File: config.mk
export PLATFORM = sky130hd
export DESIGN_NAME = latch_reg_stage
export DESIGN_NICKNAME = d
export VERILOG_FILES = /design/src/rtl/hold_stage_pkg.sv /design/src/rtl/hs_sync.sv /design/src/rtl/hs_ctrl.sv /design/src/rtl/hs_store.sv /design/src/rtl/hs_gate.sv /design/src/rtl/latch_reg_stage.sv
export SDC_FILE = /design/constraint.sdc
export NUM_CORES = 1
export LEC_CHECK = 0
export BUFFER_PORTS_ARGS = -buffer_cell sky130_fd_sc_hd__buf_4
export CORE_MARGIN = 4
export CORE_UTILIZATION = 47
export CTS_CLUSTER_DIAMETER = 100
export DETAILED_ROUTE_END_ITERATION = 10
export GPL_TIMING_DRIVEN = 0
export PLACE_DENSITY = 0.83
export SLEW_MARGIN = 20
export SYNTH_ARGS = -nofsm -noshare
export SYNTH_HDL_FRONTEND = slang
export SYNTH_HIERARCHICAL = 1
export SYNTH_SLANG_ARGS = --single-unit
File: constraint.sdc
create_clock -name clk -period 1.55 [get_ports clk]
set_input_delay 0.31 -clock clk [delete_from_list [all_inputs] [get_ports clk]]
set_output_delay 0.31 -clock clk [all_outputs]
set_load 0.1 [all_outputs]
File: src/rtl/hold_stage_pkg.sv
package hold_stage_pkg;
  typedef enum logic [1:0] {
    HM_HOLD = 2'd0,
    HM_PASS = 2'd1,
    HM_CAPT = 2'd2
  } hold_mode_e;
endpackage

File: src/rtl/hs_sync.sv
module hs_sync #(
  parameter int STAGES = 2
) (
  input  logic clk,
  input  logic rst_n,
  input  logic d,
  output logic q
);
  logic [STAGES-1:0] chain_q;

  generate
    if (STAGES == 1) begin : g_single
      always_ff @(posedge clk) begin
        if (!rst_n) chain_q <= '0;
        else        chain_q <= d;
      end
    end else begin : g_multi
      always_ff @(posedge clk) begin
        if (!rst_n) chain_q <= '0;
        else        chain_q <= {chain_q[STAGES-2:0], d};
      end
    end
  endgenerate

  assign q = chain_q[STAGES-1];
endmodule

File: src/rtl/hs_ctrl.sv
module hs_ctrl
  import hold_stage_pkg::*;
(
  input  logic       clk,
  input  logic       rst_n,
  input  logic       le_s,
  input  logic       cap_s,
  output hold_mode_e mode,
  output logic       cap_rise
);
  logic cap_prev_q;

  always_ff @(posedge clk) begin
    if (!rst_n) cap_prev_q <= 1'b0;
    else        cap_prev_q <= cap_s;
  end

  assign cap_rise = cap_s & ~cap_prev_q;

  always_comb begin
    if (le_s)          mode = HM_PASS;
    else if (cap_rise) mode = HM_CAPT;
    else               mode = HM_HOLD;
  end
endmodule

File: src/rtl/hs_store.sv
module hs_store
  import hold_stage_pkg::*;
#(
  parameter int WORD_W = 18
) (
  input  logic              clk,
  input  logic              rst_n,
  input  hold_mode_e        mode,
  input  logic [WORD_W-1:0] d,
  output logic [WORD_W-1:0] q
);
  always_ff @(posedge clk) begin
    if (!rst_n) begin
      q <= '0;
    end else begin
      unique case (mode)
        HM_PASS, HM_CAPT: q <= d;
        default:          q <= q;
      endcase
    end
  end
endmodule

File: src/rtl/hs_gate.sv
module hs_gate #(
  parameter int WORD_W = 18
) (
  input  logic              clk,
  input  logic              rst_n,
  input  logic              oe_n,
  input  logic [WORD_W-1:0] word,
  output logic [WORD_W-1:0] word_out,
  output logic              valid
);
  always_ff @(posedge clk) begin
    if (!rst_n) valid <= 1'b0;
    else        valid <= ~oe_n;
  end

  assign word_out = valid ? word : '0;
endmodule

File: src/rtl/latch_reg_stage.sv
module latch_reg_stage
  import hold_stage_pkg::*;
#(
  parameter int DATA_W      = 16,
  parameter int BYTE_W      = 8,
  parameter int SYNC_STAGES = 2
) (
  input  logic                     clk,
  input  logic                     rst_n,
  input  logic                     le_in,
  input  logic                     cap_clk_in,
  input  logic                     oe_n,
  input  logic [DATA_W-1:0]        din,
  input  logic [DATA_W/BYTE_W-1:0] pin,
  output logic [DATA_W-1:0]        dout,
  output logic [DATA_W/BYTE_W-1:0] pout,
  output logic                     out_valid
);
  localparam int PAR_W  = DATA_W / BYTE_W;
  localparam int WORD_W = DATA_W + PAR_W;

  logic              le_s;
  logic              cap_s;
  logic              cap_rise;
  hold_mode_e        mode;
  logic [WORD_W-1:0] word_in;
  logic [WORD_W-1:0] store_q;
  logic [WORD_W-1:0] out_word;

  assign word_in = {pin, din};

  hs_sync #(.STAGES(SYNC_STAGES)) u_le_sync (
    .clk(clk), .rst_n(rst_n), .d(le_in), .q(le_s)
  );

  hs_sync #(.STAGES(SYNC_STAGES)) u_cap_sync (
    .clk(clk), .rst_n(rst_n), .d(cap_clk_in), .q(cap_s)
  );

  hs_ctrl u_ctrl (
    .clk(clk), .rst_n(rst_n), .le_s(le_s), .cap_s(cap_s),
    .mode(mode), .cap_rise(cap_rise)
  );

  hs_store #(.WORD_W(WORD_W)) u_store (
    .clk(clk), .rst_n(rst_n), .mode(mode), .d(word_in), .q(store_q)
  );

  hs_gate #(.WORD_W(WORD_W)) u_gate (
    .clk(clk), .rst_n(rst_n), .oe_n(oe_n), .word(store_q),
    .word_out(out_word), .valid(out_valid)
  );

  assign dout = out_word[DATA_W-1:0];
  assign pout = out_word[WORD_W-1:DATA_W];
endmodule

* Word level (Yosys, flattened, before mapping)
Index checks and enable logic that the tools add are counted.
Cells by class: bitwise gates (word level) 3, eq/ne operators 2, reduce and logical (&&, ||, !) cells 1, muxes and demuxes 3
Operators with widths (count):
- two-way mux 18 bit | 1
- two-way mux 2 bit | 2
- == test 2 x 1 -> 1 bit (second input constant) | 1
- == test 2 bit (second input constant) | 1
- NOT 1 bit | 2
- OR reduction 2 bit | 1
- bitwise AND 1 bit | 1
Storage, ports and cells: register bits after elaboration 24, output and inout port bits 19, bits of input ports 23

* Logic depth before layout (Yosys ltp)
depth in word-level cells 6, mapped depth 4, gate-level depth less buffers 3

* Hierarchy
The synthesis kept the hierarchy.
Modules (own cells, without submodules):
- hs_store | instances 1, area an instance 734.5 um2, cells each 78
- hs_gate | instances 1, area an instance 167.7 um2, cells each 21
- hs_sync | instances 2, area an instance 52.6 um2, cells each 4
- hs_ctrl | instances 1, area an instance 52.6 um2, cells each 5

* Worst setup path after synthesis
No wires, ideal clock.
kind flip-flop to output port, start reg u_gate.valid, end out dout[12], buffers on the path 1, cell stages (with the launch flop) 3, required time 1240 ps, arrival time 1984 ps, slack -744 ps, path through dfxtp_1 -> buf_6 -> and2_1
On the way: longest elaborated chain between the ends 1
Ends and longest elaborated chain:
- start: declaration | RTL line hs_gate.sv:9 | output logic valid
- start signal: assignment | RTL line hs_gate.sv:13 | else valid <= ~oe_n;
- two-way mux 18 bit | RTL line hs_gate.sv:16 | assign word_out = valid ? word : '0;
- end: declaration | RTL line latch_reg_stage.sv:15 | output logic [DATA_W-1:0] dout,
Every way passes these cells.

* Worst setup path after layout
start reg u_gate.valid, end out dout[0]
The elaborated chain is that of the path after synthesis.

==> impl_metrics.csv <==
group,metric,value,unit
worst_setup_path,critical_path_arrival,1210,ps
sta,post-route-period-util,97.95,%
floorplanning,dieWidth,55.35,um
worst_setup_path,endpoint_kind,"output port",
floorplanning,die_y,55.35,um
worst_setup_path,critical_path_cell_count,3,
placed_design,place_congestion,0.6913,
synthesis,post_synth.cell_area_avg,9.491,um^2
synthesis,netlist_area,1054,um^2
global_routing,met1_usage_in_global_routing,16.12,%
worst_setup_path,ff2ff_path_depth,4,
placed_design,numPortBuffers,41,
clock_network,clk_transition_reported_paths,140,ps
finish,regArea,484.2,um^2
sta,grt_setup_unrepaired,"true",
finish,num-nets-final,181,
drt,remaining_drc_errors,0,
placed_design,dpl.hpwl,1749,um
sta,setup_viol,0,
floorplanning,floorplan.core_area,2042,um^2
sta,max_freq,658.6,MHz
power,p_sw_share,26.11,%
clock_network,clock_tree.htree_level_count,1,
synthesis,yosys_warnings,6,
global_routing,use_met3,3.730,%
worst_setup_path,crit_path_cell_trace,"buf_4, and2_2, buf_12",
synthesis,postSynthNetCount,134,
worst_setup_path,rr_endpoint,"u_store/q[11]",
global_routing,grt_first_pass_wirelength,3960,um
worst_setup_path,cpMaxStageDelayCell,"dfxtp_4",
power,switchingPower,366.6,uW
global_routing,globalRoute.busiestLayer,"met2",
drt,routed-via-count,906,
sta,max-slew-margin-rel,68.92,%
global_routing,grt_pass1_vias,921,
power,leakage,0.8014,nW
finish,filler_cell_count,144,
power,power_per_cell_area,856.1,nW/um^2
sta,period_needed,1518,ps
worst_setup_path,crit_path_start_kind,"register",
finish,diodes,0,
power,vdd_ir_drop_max,0.9418,mV
drt,routed_wl_per_cell,13.84,um
drt,wirelength,2547,um
power,power.sequential.fraction,47.6,%
worst_setup_path,crit_required,1240,ps
worst_setup_path,timing.setup.critical_path_class,"reg -> out",
floorplanning,fp.dieArea,3063,um^2
synthesis,synth_cells,111,
floorplanning,floorplan.io_pins,42,
placed_design,detailedPlace.worstSlack,124.8,ps
worst_setup_path,worst_setup_path_endpoint,"dout[0]",
sta,worst_case_setup_margin_in_the_final_layout,31.72,ps
sta,final_max_slew_viol_count,0,
flow_run,drv_cap,0,
placed_design,numPlacedInstances,179,
worst_setup_path,cp_top_family,"flip-flops",
clock_network,clk_latency,320,ps
worst_setup_path,cp-startpoint,"u_gate/valid",
global_routing,grt_antenna_before_repair,0,
hold_path,holdCritPathClass,"in -> reg",
power,p_clk_share,32.2,%
sta,worstMarginPinSlew,466.2,ps
worst_setup_path,timing.reg2reg.setup_slack,110,ps
finish,drive_gt1_share,45.22,%
sta,hold_ws,112.1,ps
drt,initialDrtViolationCount,17,
global_routing,overflow,0,
clock_network,cts.root.buffer_cell,"clkbuf_4",
worst_setup_path,crit_path_max_incr_delay,390,ps
worst_setup_path,crit-reg2reg-launch,"u_ctrl/cap_prev_q",
floorplanning,initial_core_utilization,51.59,%
drt,avgViaCountPerCell,4.924,
sta,finalClockSkew,12.31,ps
hold_path,worst_hold_startpoint,"oe_n",
clock_network,clock_tree.buffer_depth,2,
sta,final-hold-violation-count,0,
global_routing,grt_util_met2,31.08,%
clock_network,tritoncts.num_buffers,3,
finish,stdcell_count,184,
finish,layout.core_utilization,80.33,%
clock_network,tritoncts,"built",
clock_network,numClockSinks,24,
global_routing,grtUsageTotal,16.02,%
drt,drt_pre_antenna_iters,4,
worst_setup_path,critical_path.max_fanout,6,
floorplanning,row_count,16,
global_routing,grt_max_degree,15,
power,power.share.combinational,20.2,%
drt,antenna_violating_nets_post_route,0,
finish,multi_input_comb_area,529.3,um^2
finish,flow.area_growth_from_synthesis,55.70,%
power,p_int,1.038,mW
run_status,outcome,"finished clean",
worst_setup_path,timing.critical_path.buf_inv,2,
through the flow:
step           total power [mW]  TNS [ps]  area [um^2]
6_report                  1.404         0         1640
5_1_grt                   1.460    -103.1         1640
4_1_cts                   1.403         0         1573
3_5_place_dp             0.9381         0         1404
3_3_place_gp             0.9292         0         1404
2_1_floorplan            0.8550         0         1062
final cells by class:
class	count	share of cell area, %
plain buffers	7	3.051
clock buffers	3	1.373
clock inverters	1	1.831
multi-input cells	80	32.27
flip-flops and latches	24	29.52
well taps	27	2.060
repair buffers	42	29.90
power by group through the flow:
stage	clock, mW	combinational (mW)	sequential (mW)
detailed placement	0	0.255	0.683
CTS	0.462	0.271	0.669
global route	0.487	0.299	0.674
floorplan	0	0.168	0.687
global placement	0	0.249	0.680
finish	0.452	0.283	0.669
worst reg2reg max path: cells and delay by family, from the launching register on:
family | cells | cell delay [ps]
AND/OR/NAND/NOR | 1 | 330
XOR/XNOR | 1 | 270
multiplexers | 1 | 230
buffers and inverters | 1 | 220
flip-flops | 1 | 330
layer usage:
layer | share of wire [%] | vias to the layer above | routed length [um]
met5 | 0 | - | 0
met4 | 0.39 | 0 | 10
met3 | 5.1 | 2 | 131
met2 | 57 | 27 | 1442
met1 | 38 | 439 | 962
li1 | - | 438 | -
state kept, by name, summed over array words and instances (netlist names):
signal and flops:
u_store/q 18, u_cap_sync/chain_q 2, u_le_sync/chain_q 2, u_ctrl/cap_prev_q 1, u_gate/valid 1
layout by cell type (no fill, tap or decap), drive strengths merged:
cell type	n
bufinv	1
clkbuf	6
xnor2	1
mux2i	18
dfxtp	24
nand2	36
nor2b	1
buf	46
and2	23
nor3b	1
worst min-delay path by stage:
stage	to	depth (start not counted)	slack [ps]
6_report	u_gate/valid	2	110
5_1_grt	u_gate/valid	2	90
4_1_cts	u_gate/valid	2	100
3_5_place_dp	u_le_sync/chain_q[1]	1	430
3_3_place_gp	u_cap_sync/chain_q[1]	1	410
2_1_floorplan	u_gate/valid	1	370
timing repair:
| item | 4_1_cts | 5_1_grt |
|---|---|---|
| cloned | 0 | 0 |
| endpoints found under the hold margin | 0 | 0 |
| setup buffers | 0 | 1 |
| hold buffers | 0 | 0 |
| gates resized for setup | 29 | 16 |
| setup endpoints to repair | 10 | 10 |
Power figures use the tool's default switching activity.
